<file path="src/rtl/sd_seq_pkg.sv">
package sd_seq_pkg;
  // flag word bit positions the sequencer decodes
  localparam int FL_OWNER  = 31;
  localparam int FL_ERR    = 30;
  localparam int FL_CMD_LO = 24;
  localparam int FL_DATA   = 18;
  localparam int FL_TMO_LO = 12;
  localparam int FL_EOC    = 11;
  localparam int FL_BLK    = 9;
  localparam int DESC_WORDS = 4;
  localparam int MAX_BLK_LOG2 = 9;

  typedef enum logic [2:0] {
    S_IDLE, S_FETCH, S_CHECK, S_ISSUE, S_WB
  } seqState_t;

  typedef struct packed {
    logic ldBase;
    logic ldImm;
    logic ldWord;
    logic advPtr;
    logic clrTimer;
    logic runTimer;
  } seqStrb_t;
endpackage

</file>
<file path="src/rtl/sd_seq_datapath.sv">
module sd_seq_datapath import sd_seq_pkg::*; #(
  parameter int AW    = 32,
  parameter int DW    = 32,
  parameter int TMR_W = 16,
  parameter int LEN_W = 19
) (
  input  logic             clk,
  input  logic             rst_n,
  input  seqStrb_t         strb,
  input  logic [1:0]       wordIdx,
  input  logic             regWr,
  input  logic [1:0]       regAddr,
  input  logic [DW-1:0]    regWrData,
  input  logic [DW-1:0]    memRdata,
  input  logic             tickMs,
  input  logic [3:0]       cfgBlkLog2,
  input  logic             wbErr,
  output logic [AW-1:0]    memAddr,
  output logic [DW-1:0]    memWdata,
  output logic [DW-1:0]    descFlags,
  output logic [DW-1:0]    opArg,
  output logic [AW-1:0]    opDataAddr,
  output logic [AW-1:0]    opRespAddr,
  output logic [LEN_W-1:0] opXferLen,
  output logic             timeoutHit,
  output logic             blkTooBig
);
  localparam int UNIT_W = 10;
  localparam logic [UNIT_W-1:0] FULL_UNITS = UNIT_W'(512);

  logic [DW-1:0]    descWord [DESC_WORDS];
  logic [DW-1:0]    immVal   [DESC_WORDS];
  logic [DW-1:0]    immFlags, immData;
  logic [AW-1:0]    ptr;
  logic [TMR_W-1:0] tmrCnt, tmrLimitM1;
  logic [UNIT_W-1:0] lenUnits;

  // direct-command holding registers
  always_ff @(posedge clk) begin
    if (!rst_n) begin
      immFlags <= '0;
      immData  <= '0;
    end else if (regWr) begin
      if (regAddr == 2'd1) immFlags <= regWrData;
      if (regAddr == 2'd2) immData  <= regWrData;
    end
  end

  always_comb begin
    immVal[0] = immFlags;
    immVal[1] = regWrData;
    immVal[2] = immData;
    immVal[3] = '0;
  end

  always_ff @(posedge clk) begin
    if (!rst_n) begin
      for (int w = 0; w < DESC_WORDS; w++) descWord[w] <= '0;
    end else begin
      for (int w = 0; w < DESC_WORDS; w++) begin
        if (strb.ldWord && wordIdx == 2'(w)) descWord[w] <= memRdata;
        else if (strb.ldImm)                 descWord[w] <= immVal[w];
      end
    end
  end

  always_ff @(posedge clk) begin
    if (!rst_n)           ptr <= '0;
    else if (strb.ldBase) ptr <= {regWrData[AW-1:2], 2'b00};
    else if (strb.advPtr) ptr <= ptr + AW'(DESC_WORDS * 4);
  end

  // millisecond timeout counter
  assign tmrLimitM1 = (TMR_W'(1) << descWord[0][FL_TMO_LO +: 4]) - TMR_W'(1);
  assign timeoutHit = strb.runTimer && tickMs && (tmrCnt == tmrLimitM1);

  always_ff @(posedge clk) begin
    if (!rst_n || strb.clrTimer)      tmrCnt <= '0;
    else if (strb.runTimer && tickMs) tmrCnt <= tmrCnt + TMR_W'(1);
  end

  assign lenUnits  = (descWord[0][8:0] == 9'd0) ? FULL_UNITS : {1'b0, descWord[0][8:0]};
  assign opXferLen = descWord[0][FL_BLK] ? (LEN_W'(lenUnits) << cfgBlkLog2) : LEN_W'(lenUnits);
  assign blkTooBig = descWord[0][FL_BLK] && descWord[0][FL_DATA] && (cfgBlkLog2 > 4'(MAX_BLK_LOG2));

  assign memAddr    = ptr + AW'({wordIdx, 2'b00});
  assign memWdata   = {1'b0, wbErr, descWord[0][FL_ERR-1:0]};
  assign descFlags  = descWord[0];
  assign opArg      = descWord[1];
  assign opDataAddr = descWord[2];
  assign opRespAddr = descWord[3];
endmodule

</file>
<file path="src/rtl/sd_seq_control.sv">
module sd_seq_control import sd_seq_pkg::*; (
  input  logic       clk,
  input  logic       rst_n,
  input  logic       goWr,
  input  logic       stopWr,
  input  logic       immWr,
  input  logic       memAck,
  input  logic       opDone,
  input  logic       opErr,
  input  logic       timeoutHit,
  input  logic       descOwner,
  input  logic       descEoc,
  input  logic       cfgIgnoreOwner,
  input  logic       blkTooBig,
  output seqStrb_t   strb,
  output logic [1:0] wordIdx,
  output logic       memReq,
  output logic       memWe,
  output logic       opValid,
  output logic       wbErr,
  output logic       busy,
  output logic       evtEndChain,
  output logic       evtDescErr,
  output logic       evtCmdErr,
  output logic       evtTimeout
);
  seqState_t state, nxt;
  logic immMode, errLat, idxInc;
  logic eEnd, eDesc, eCmd, eTmo;

  always_comb begin
    nxt = state;
    strb = '0;
    memReq = 1'b0;
    memWe = 1'b0;
    opValid = 1'b0;
    idxInc = 1'b0;
    {eEnd, eDesc, eCmd, eTmo} = '0;
    case (state)
      S_IDLE: begin
        if (goWr) begin
          strb.ldBase = 1'b1;
          nxt = S_FETCH;
        end else if (immWr) begin
          strb.ldImm = 1'b1;
          strb.clrTimer = 1'b1;
          nxt = S_ISSUE;
        end
      end
      S_FETCH: begin
        memReq = 1'b1;
        if (memAck) begin
          strb.ldWord = 1'b1;
          idxInc = 1'b1;
          if (wordIdx == 2'd3) nxt = S_CHECK;
        end
      end
      S_CHECK: begin
        if ((!descOwner && !cfgIgnoreOwner) || blkTooBig) begin
          eDesc = 1'b1;
          nxt = S_IDLE;
        end else begin
          strb.clrTimer = 1'b1;
          nxt = S_ISSUE;
        end
      end
      S_ISSUE: begin
        opValid = 1'b1;
        strb.runTimer = 1'b1;
        if (opDone) begin
          if (immMode) begin
            eCmd = opErr;
            eEnd = !opErr;
            nxt = S_IDLE;
          end else begin
            nxt = S_WB;
          end
        end else if (timeoutHit) begin
          eTmo = 1'b1;
          nxt = S_IDLE;
        end
      end
      S_WB: begin
        memReq = 1'b1;
        memWe = 1'b1;
        if (memAck) begin
          if (errLat) begin
            eCmd = 1'b1;
            nxt = S_IDLE;
          end else if (descEoc) begin
            eEnd = 1'b1;
            nxt = S_IDLE;
          end else begin
            strb.advPtr = 1'b1;
            nxt = S_FETCH;
          end
        end
      end
      default: nxt = S_IDLE;
    endcase
    if (stopWr && state != S_IDLE) begin
      nxt = S_IDLE;
      {eEnd, eDesc, eCmd, eTmo} = '0;
    end
  end

  always_ff @(posedge clk) begin
    if (!rst_n) begin
      state <= S_IDLE;
      wordIdx <= '0;
      immMode <= 1'b0;
      errLat <= 1'b0;
      {evtEndChain, evtDescErr, evtCmdErr, evtTimeout} <= '0;
    end else begin
      state <= nxt;
      if (strb.ldBase) wordIdx <= '0;
      else if (idxInc) wordIdx <= wordIdx + 2'd1;
      if (strb.ldBase) immMode <= 1'b0;
      else if (strb.ldImm) immMode <= 1'b1;
      if (state == S_ISSUE && opDone) errLat <= opErr;
      {evtEndChain, evtDescErr, evtCmdErr, evtTimeout} <= {eEnd, eDesc, eCmd, eTmo};
    end
  end

  assign busy  = (state != S_IDLE);
  assign wbErr = errLat;

  p_done_leaves_issue_r7: assert property (@(posedge clk) disable iff (!rst_n)
    (opValid && opDone && !stopWr) |=> !opValid);
  p_timeout_stops_r8: assert property (@(posedge clk) disable iff (!rst_n)
    evtTimeout |-> (!opValid && !busy));
  p_end_idle_r5: assert property (@(posedge clk) disable iff (!rst_n)
    evtEndChain |-> !busy);
  p_desc_err_quiet_r6: assert property (@(posedge clk) disable iff (!rst_n)
    evtDescErr |-> (!opValid && !memReq));
endmodule

</file>
<file path="src/rtl/sd_desc_seq.sv">
module sd_desc_seq import sd_seq_pkg::*; #(
  parameter int AW    = 32,
  parameter int DW    = 32,
  parameter int TMR_W = 16,
  parameter int LEN_W = 19
) (
  input  logic             clk,
  input  logic             rst_n,
  input  logic             regWr,
  input  logic [1:0]       regAddr,
  input  logic [DW-1:0]    regWrData,
  input  logic             cfgIgnoreOwner,
  input  logic [3:0]       cfgBlkLog2,
  input  logic             tickMs,
  output logic             memReq,
  output logic             memWe,
  output logic [AW-1:0]    memAddr,
  output logic [DW-1:0]    memWdata,
  input  logic             memAck,
  input  logic [DW-1:0]    memRdata,
  output logic             opValid,
  output logic [5:0]       opCmdIdx,
  output logic [DW-1:0]    opFlags,
  output logic [DW-1:0]    opArg,
  output logic [AW-1:0]    opDataAddr,
  output logic [AW-1:0]    opRespAddr,
  output logic [LEN_W-1:0] opXferLen,
  input  logic             opDone,
  input  logic             opErr,
  output logic             busy,
  output logic             evtEndChain,
  output logic             evtDescErr,
  output logic             evtCmdErr,
  output logic             evtTimeout
);
  seqStrb_t   strb;
  logic [1:0] wordIdx;
  logic       wbErr, timeoutHit, blkTooBig;
  logic       goWr, stopWr, immWr;
  logic [DW-1:0] descFlags;

  assign goWr   = regWr && regAddr == 2'd0 && regWrData[1];
  assign stopWr = regWr && regAddr == 2'd0 && regWrData == '0;
  assign immWr  = regWr && regAddr == 2'd3;

  sd_seq_control u_ctl (
    .clk, .rst_n, .goWr, .stopWr, .immWr, .memAck, .opDone, .opErr, .timeoutHit,
    .descOwner(descFlags[FL_OWNER]), .descEoc(descFlags[FL_EOC]),
    .cfgIgnoreOwner, .blkTooBig, .strb, .wordIdx, .memReq, .memWe, .opValid,
    .wbErr, .busy, .evtEndChain, .evtDescErr, .evtCmdErr, .evtTimeout
  );

  sd_seq_datapath #(.AW(AW), .DW(DW), .TMR_W(TMR_W), .LEN_W(LEN_W)) u_dp (
    .clk, .rst_n, .strb, .wordIdx, .regWr, .regAddr, .regWrData, .memRdata,
    .tickMs, .cfgBlkLog2, .wbErr, .memAddr, .memWdata, .descFlags, .opArg,
    .opDataAddr, .opRespAddr, .opXferLen, .timeoutHit, .blkTooBig
  );

  assign opFlags  = descFlags;
  assign opCmdIdx = descFlags[FL_CMD_LO +: 6];

  p_req_hold_r2: assert property (@(posedge clk) disable iff (!rst_n)
    (memReq && !memAck && !regWr) |=> (memReq && $stable(memAddr)));
  p_wb_at_desc_r4: assert property (@(posedge clk) disable iff (!rst_n)
    (memReq && memWe) |-> (memAddr[3:0] == 4'd0));
endmodule

</file>
<file path="config.mk">
export PLATFORM = sky130hd
export DESIGN_NAME = sd_desc_seq
export DESIGN_NICKNAME = d
export VERILOG_FILES = /design/src/rtl/sd_seq_pkg.sv /design/src/rtl/sd_seq_datapath.sv /design/src/rtl/sd_seq_control.sv /design/src/rtl/sd_desc_seq.sv
export SDC_FILE = /design/constraint.sdc
export NUM_CORES = 1
export LEC_CHECK = 0
export BUFFER_PORTS_ARGS = -buffer_cell sky130_fd_sc_hd__buf_2
export CORE_UTILIZATION = 35
export DETAILED_ROUTE_END_ITERATION = 8
export PLACE_DENSITY = 0.65
export SETUP_SLACK_MARGIN = 0.15
export SYNTH_ARGS = -nofsm -noshare
export SYNTH_HDL_FRONTEND = slang
export SYNTH_HIERARCHICAL = 1
export SYNTH_SLANG_ARGS = --single-unit
</file>
<file path="constraint.sdc">
create_clock -name clk -period 4.3 [get_ports clk]
set_input_delay 0.86 -clock clk [delete_from_list [all_inputs] [get_ports clk]]
set_output_delay 0.86 -clock clk [all_outputs]
set_load 0.05 [all_outputs]
</file>
==> out/qor.txt, run 1 <==
Run status: complete, but fails checks
Failing checks: design-rule violations
Initial drt markers: 960
Initial antenna violation count: 0
Largest cells by area after synthesis: edfxtp_1 (30%), dfxtp_1 (19%), nand2_1 (9.7%)
Comb pwr share: 0.294
Period utilization: 0.9336
Worst setup EP type: output pin
Max_slew headroom: 0.1886
Worst reg2reg startpoint: u_dp/descWord[0][13]
Leak Pwr: 6.244 nW
CTS tree: built
Sequential share of the synthesized area: 0.4842
Overall routing resource usage: 0.2295
Vias: 11610
YS warnings: 6
Post-DP HPWL: 32210 um
Tightest Pin Transition: 1216 ps
Final Skew: 17.50 ps
Synth async-reset ratio: 0
Maximum vdd drop: 0.0003386 V
Kind of critical path: register to output pin
Commonest non-fill, non-tap cell in the layout: nand2_1
H-tree levels: 1
Ports: 303
Gr ovfl total: 0
Sum Neg Setup Slack: 0 ps
Top-area cell type share of the netlist area: 0.2970
Post-synth top flop: edfxtp_1
Routability-driven placement congestion ratio: 0.9041
Yosys cell types: 85
Die area: 37740 um2
Net Sw Power: 3.042 mW
First-pass GRT wire length: 67410 um
PD cells: 503.4 nW/um2
Most frequent cells in the layout: nand2_1 (333), buf_2 (297), a21oi_1 (192), edfxtp_1 (128), dfxtp_1 (119)
Net count reported at finish: 1770
Clk pwr share: 0.323
# DRC: 1
Pins over their slew limit: 0
Min-delay src: u_dp/immData[14]
EDFF count, synth: 128
Syn_area_per_cell: 8.791 um2
Largest net degree at the start of global routing: 77
Worst Setup Start Kind: register
Highest clock rate: 249.1 MHz
Fin util: 0.4234
Cell internal pwr: 4.743 mW
CTS Buf Count: 29
Clock Tree Buf Depth: 3
Rows: 70
Core Box Area: 36520 um2
Antenna Cells: 0
Initial core utilization: 0.3543
Final Critical Period: 4014 ps
CP arrival: 3150 ps
Sw Ratio: 0.3908
Flop pwr share: 0.383
Final Hold Violating Endpoints: 0
Area grow syn2layout: 19.51%
Number of nets with antenna violations after routing: 0
Root Buffer: clkbuf_16
Clock sinks: 249
Drt total wl: 44670 um
Routed WL per cell: 20.53 um
Drt first pass iters: 9
Area leader, netlist: edfxtp_1
Via density: 5.334
Worst-path clk slew: 60 ps
CP startpoint: u_ctl/wordIdx[0]
Vias in the first global route: 11070
CP required: 3440 ps
Clk_lat worst skew: 570 ps
Mapped Area: 12940 um2
Tightest Hold Check Type: register to register
Finish-stage setup viols: 0
Worst-path maximum fanout: 8
PortBufs: 299
RSZ-0062 raised after global routing: no
Layout cells sized above 1: 0.2406
Die Ht: 194.3 um
Die X: 194.3 um
Max cap viols: 0
Post-Synthesis Cells: 1472
Pwr Total: 7.785 mW
Yosys reg bits: 249
## sequential cells by signal, indices dropped and copies added, names as in the netlist
signal	flops
u_dp/immFlags	32
u_dp/descWord	128
u_dp/tmrCnt	16
u_dp/immData	32
u_dp/ptr	30
u_ctl/wordIdx	2
u_ctl/state	3
u_ctl/evtEndChain	1
u_ctl/evtDescErr	1
u_ctl/evtCmdErr	1
u_ctl/wbErr	1
u_ctl/evtTimeout	1
u_ctl/immMode	1
## final timing paths
| kind | depth (start not counted) | endpoint | slack (ps) |
|---|---|---|---|
| setup / recovery | 9 | memAddr[26] | 290 |
| hold / removal | 2 | u_dp/immData[14] | 450 |
| setup reg to reg | 11 | u_ctl/state[0] | 700 |
| hold reg to reg | 2 | u_dp/immData[14] | 450 |
## Yosys cell counts (4+ instances only)
cell and n:
a21oi_1 192, a31oi_1 5, and2_1 43, and3_1 11, and4_1 6, buf_1 6
buf_2 19, buf_4 44, clkbuf_1 70, dfxtp_1 121, edfxtp_1 128, ha_1 6
inv_1 23, mux2_2 5, mux2i_1 19, nand2_1 334, nand2b_1 10, nand3_1 64
nand3b_1 4, nand4_1 22, nand4b_1 4, nor2_1 82, nor2b_1 9, nor3_1 14
nor4_1 14, nor4_2 6, o21a_1 7, o21ai_0 35, o21ai_1 4, o22ai_1 7
or3_1 5, xnor2_1 43, xor2_1 32
## worst max-delay path, cell delays in order, from the launching register on
cell and delay (ps):
dfxtp_2 420, ha_1 200, inv_1 60, fa_1 420
and4b_1 290, nand3_1 250, or2_4 360, nor2_1 130
xor2_1 190, clkbuf_4 260
## cells by family after synthesis
logic type                 count (synthesis)  synth area share
DFF                                      249            0.4842
AOI/OAI and AO/OA                        284            0.1216
muxes                                     27           0.02427
adders and majority gates                  7          0.007349
other                                      1         0.0002898
buffers and inverters                    167           0.06420
xor gates and xnor gates                  75           0.05076
and+or+nand+nor                          662            0.2472
## metrics by stage
step | setup WS (ps) | hold slack [ps] | cell area [um2] | cells
2_1_floorplan | 586.9 | 436.6 | 12950 | 1474
3_3_place_gp | 800.5 | 441.3 | 14480 | 2122
3_5_place_dp | 734.9 | 447.1 | 14480 | 2122
4_1_cts | 173.8 | 455.3 | 15450 | 2176
5_1_grt | 158.5 | 466.9 | 15460 | 2176
6_report | 285.5 | 454.2 | 15460 | 2176
## area by class of cell
cell class	instances	area [um2]
inverters	26	98.84
flip-flops and latches	249	6269
well taps	468	585.6
clock inverters	12	133.9
repair buffers	321	1667
clock buffers	42	843.3
multi-input cells	1058	5868
fillers	3628	21060
## repair_timing
action,CTS,global route
hold buffers,0,0
endpoints found under the setup margin,0,4
buffers inserted,0,0
gates resized for setup,0,5
## power groups by stage
stage	Sequential [mW]	Clock, mW	Combinational (mW)
after floorplan	3.44	0	1.31
after global placement	3.03	0	2.27
after detailed placement	3.04	0	2.27
after CTS	2.99	2.55	2.28
after global routing	3.01	2.64	2.39
final	2.98	2.51	2.29
## per-layer routing
metal | share of wire | track usage | vias to the layer above
li1 | - | - | 5477
met1 | 0.43 | 0.3017 | 5521
met2 | 0.47 | 0.3776 | 537
met3 | 0.076 | 0.03914 | 72
met4 | 0.032 | 0.08554 | 0
met5 | 0 | 0 | -
Power figures use the tool's default switching activity.
==> run 2, diff against run 1 <==
Settings changed: CORE_UTILIZATION 35 to 55, CTS_CLUSTER_SIZE from default to 25, PLACE_DENSITY 0.65 to default, PLACE_DENSITY_LB_ADDON from default to 0.12.
==> out/qor.txt, run 2 (synthesis gave the netlist of run 1 again) <==
H-tree levels: 1 (unchanged)
Overall routing resource usage: 0.3208 (was 0.2295)
PD cells: 489.6 nW/um2 (was 503.4 nW/um2)
Worst R2R End: u_ctl/state[0] (unchanged)
Initial core utilization: 0.5664 (was 0.3543)
Die Ht: 155.4 um (was 194.3 um)
Number of nets with antenna violations after routing: 0 (unchanged)
Max_slew headroom: 0.3409 (was 0.1886)
Worst-path maximum fanout: 8 (unchanged)
Cell internal pwr: 4.515 mW (was 4.743 mW)
Final WS setup: 340.1 ps (was 285.5 ps)
Worst reg2reg startpoint: u_dp/descWord[0][13] (unchanged)
Clock Tree Buf Depth: 3 (unchanged)
GR peak layer: met2 (unchanged)
Clk pwr share: 0.297 (was 0.323)
CTS tree: built (unchanged)
Via density: 5.831 (was 5.334)
R2r setup slk: 790 ps (was 700 ps)
Worst setup EP type: output pin (unchanged)
Core Box Area: 22850 um2 (was 36520 um2)
Commonest non-fill, non-tap cell in the layout: nand2_1 (unchanged)
Worst Setup Start Kind: register (unchanged)
# DRC: 0 (was 1)
Fin util: 0.6633 (was 0.4234)
Highest clock rate: 252.5 MHz (was 249.1 MHz)
Initial antenna violation count: 0 (unchanged)
Initial drt markers: 1140 (was 960)
Ports: 303 (unchanged)
Finish-stage setup viols: 0 (unchanged)
Clock sinks: 249 (unchanged)
PortBufs: 299 (unchanged)
Root Buffer: clkbuf_16 (unchanged)
Design area: 15150 um2 (was 15460 um2)
Cells on worst reg2reg path: 11 (unchanged)
Final Hold Violating Endpoints: 0 (unchanged)
Flop pwr share: 0.399 (was 0.383)
Pins over their slew limit: 0 (unchanged)
Drt first pass iters: 6 (was 9)
Most frequent cells in the layout: nand2_1 (332), buf_2 (299), a21oi_1 (192), edfxtp_1 (128), dfxtp_1 (120) (was nand2_1 (333), buf_2 (297), a21oi_1 (192), edfxtp_1 (128), dfxtp_1 (119))
Net count reported at finish: 1770 (unchanged)
CTS Buf Count: 27 (was 29)
Drt total wl: 39790 um (was 44670 um)
Tightest Hold Check Type: register to register (unchanged)
Antenna Cells: 0 (unchanged)
Placed insts: 1969 (was 2122)
CP required: 3440 ps (about the same)
Vias in the first global route: 10670 (was 11070)
Met1 track demand over resource: 0.4432 (was 0.3017)
Largest net degree at the start of global routing: 90 (was 77)
Max cap viols: 0 (unchanged)
Maximum vdd drop: 0.0002964 V (was 0.0003386 V)
Layout Cells excl Fill: 2019 (was 2176)
CP arrival: 3100 ps (was 3150 ps)
Die area: 24140 um2 (was 37740 um2)
Placed cell area: 14320 um2 (was 14480 um2)
GR Layer Usage met2: 0.5204 (was 0.3776)
Worst hold slack: 454.1 ps (was 454.2 ps)
Gr ovfl total: 0 (unchanged)
Area grow syn2layout: 17.11% (was 19.51%)
First-pass GRT wire length: 59990 um (was 67410 um)
Hold endpoint: u_dp/immFlags[9] (was u_dp/immData[14])
Worst-path clk slew: 60 ps (about the same)
Post-DP HPWL: 27150 um (was 32210 um)
Comb pwr share: 0.304 (was 0.294)
Max reg flops: 128 (unchanged)
Tightest Pin Transition: 988.6 ps (was 1216 ps)
Final Critical Period: 3960 ps (was 4014 ps)
Met3 Usage GRT: 0.04763 (was 0.03914)
Clk_lat worst skew: 550 ps (was 570 ps)
Routability-driven placement congestion ratio: 0.9296 (was 0.9041)
Sw Ratio: 0.3915 (was 0.3908)
Top Registers: u_dp/descWord x128, u_dp/immData x32, u_dp/immFlags x32 (unchanged)
Routed WL per cell: 19.71 um (was 20.53 um)
Kind of critical path: register to output pin (unchanged)
Final Skew: 12.75 ps (was 17.50 ps)
Die X: 155.4 um (was 194.3 um)
Hold Crit Depth: 2 (unchanged)
Rows: 55 (was 70)
Leak Pwr: 6.177 nW (was 6.244 nW)
RSZ-0062 raised after global routing: no (unchanged)
Net Sw Power: 2.905 mW (was 3.042 mW)
Run status: finished clean (was complete, but fails checks)
Setup WS pre-CTS: 852.2 ps (was 734.9 ps)
Reg with most FFs: u_dp/descWord (unchanged)
Sum Neg Setup Slack: 0 ps (unchanged)
Vias: 11770 (was 11610)
Min-delay src: u_dp/immFlags[9] (was u_dp/immData[14])
Layout cells sized above 1: 0.2380 (was 0.2406)
Pwr Total: 7.419 mW (was 7.785 mW)
Period utilization: 0.9209 (was 0.9336)
run 2: cell types whose count changed in the layout (fill, tap and decap cells not counted), sizes merged:
cell,before,now
buf,319,323
bufinv,2,0
clkbuf,44,43
clkinv,9,7
inv,26,25
run 2: layout make-up:
class,instances,area [um2]
fill,1969,7692
clock buffer,43,787.0
sequential,249,6267
multi-input combinational,1058,5882
timing repair buffer,323,1677
inverter,26,98.84
clock inverter,7,51.30
tap,313,391.6
run 2: repair_timing:
| item | in CTS | in global routing |
|---|---|---|
| setup endpoints to repair | 0 | 4 |
| buffers inserted | 0 | 0 |
| resized for setup | 0 | 1 |
| hold buffers | 0 | 0 |
| hold endpoints to repair | 0 | 0 |
run 2: worst max-delay path by stage:
stage	start	to	slack, ps	cells past startpoint
global placement	u_ctl/wordIdx[0]	memAddr[26]	870	9
global route	u_ctl/wordIdx[0]	memAddr[24]	210	9
CTS	u_ctl/wordIdx[0]	memAddr[26]	250	9
detailed placement	u_dp/descWord[0][13]	u_ctl/state[0]	850	11
floorplan	cfgBlkLog2[0]	opXferLen[10]	590	4
finish	u_ctl/wordIdx[0]	memAddr[30]	340	9
run 2: power by group through the flow:
stage                     Combinational, mW  Sequential [mW]  Clock [mW]
after detailed placement               2.24             3.00           0
after floorplan                        1.31             3.44           0
after CTS                              2.24             2.95        2.23
final                                  2.26             2.96        2.20
after global placement                 2.22             3.00           0
after global routing                   2.37             2.99        2.31
run 2: worst max-delay path, cell delays in order, from the launching register on:
cell and delay, ps:
dfxtp_2 410, ha_1 200, inv_1 50, fa_1 430
and4b_1 300, nand3_1 220, or2_1 360, nor2_1 150
xor2_1 160, buf_2 280
run 2: routing by layer:
metal | vias to the layer above | wire length [um]
met4 | 0 | 1037
met2 | 646 | 18610
li1 | 5487 | -
met1 | 5562 | 16390
met5 | - | 0
met3 | 78 | 3752
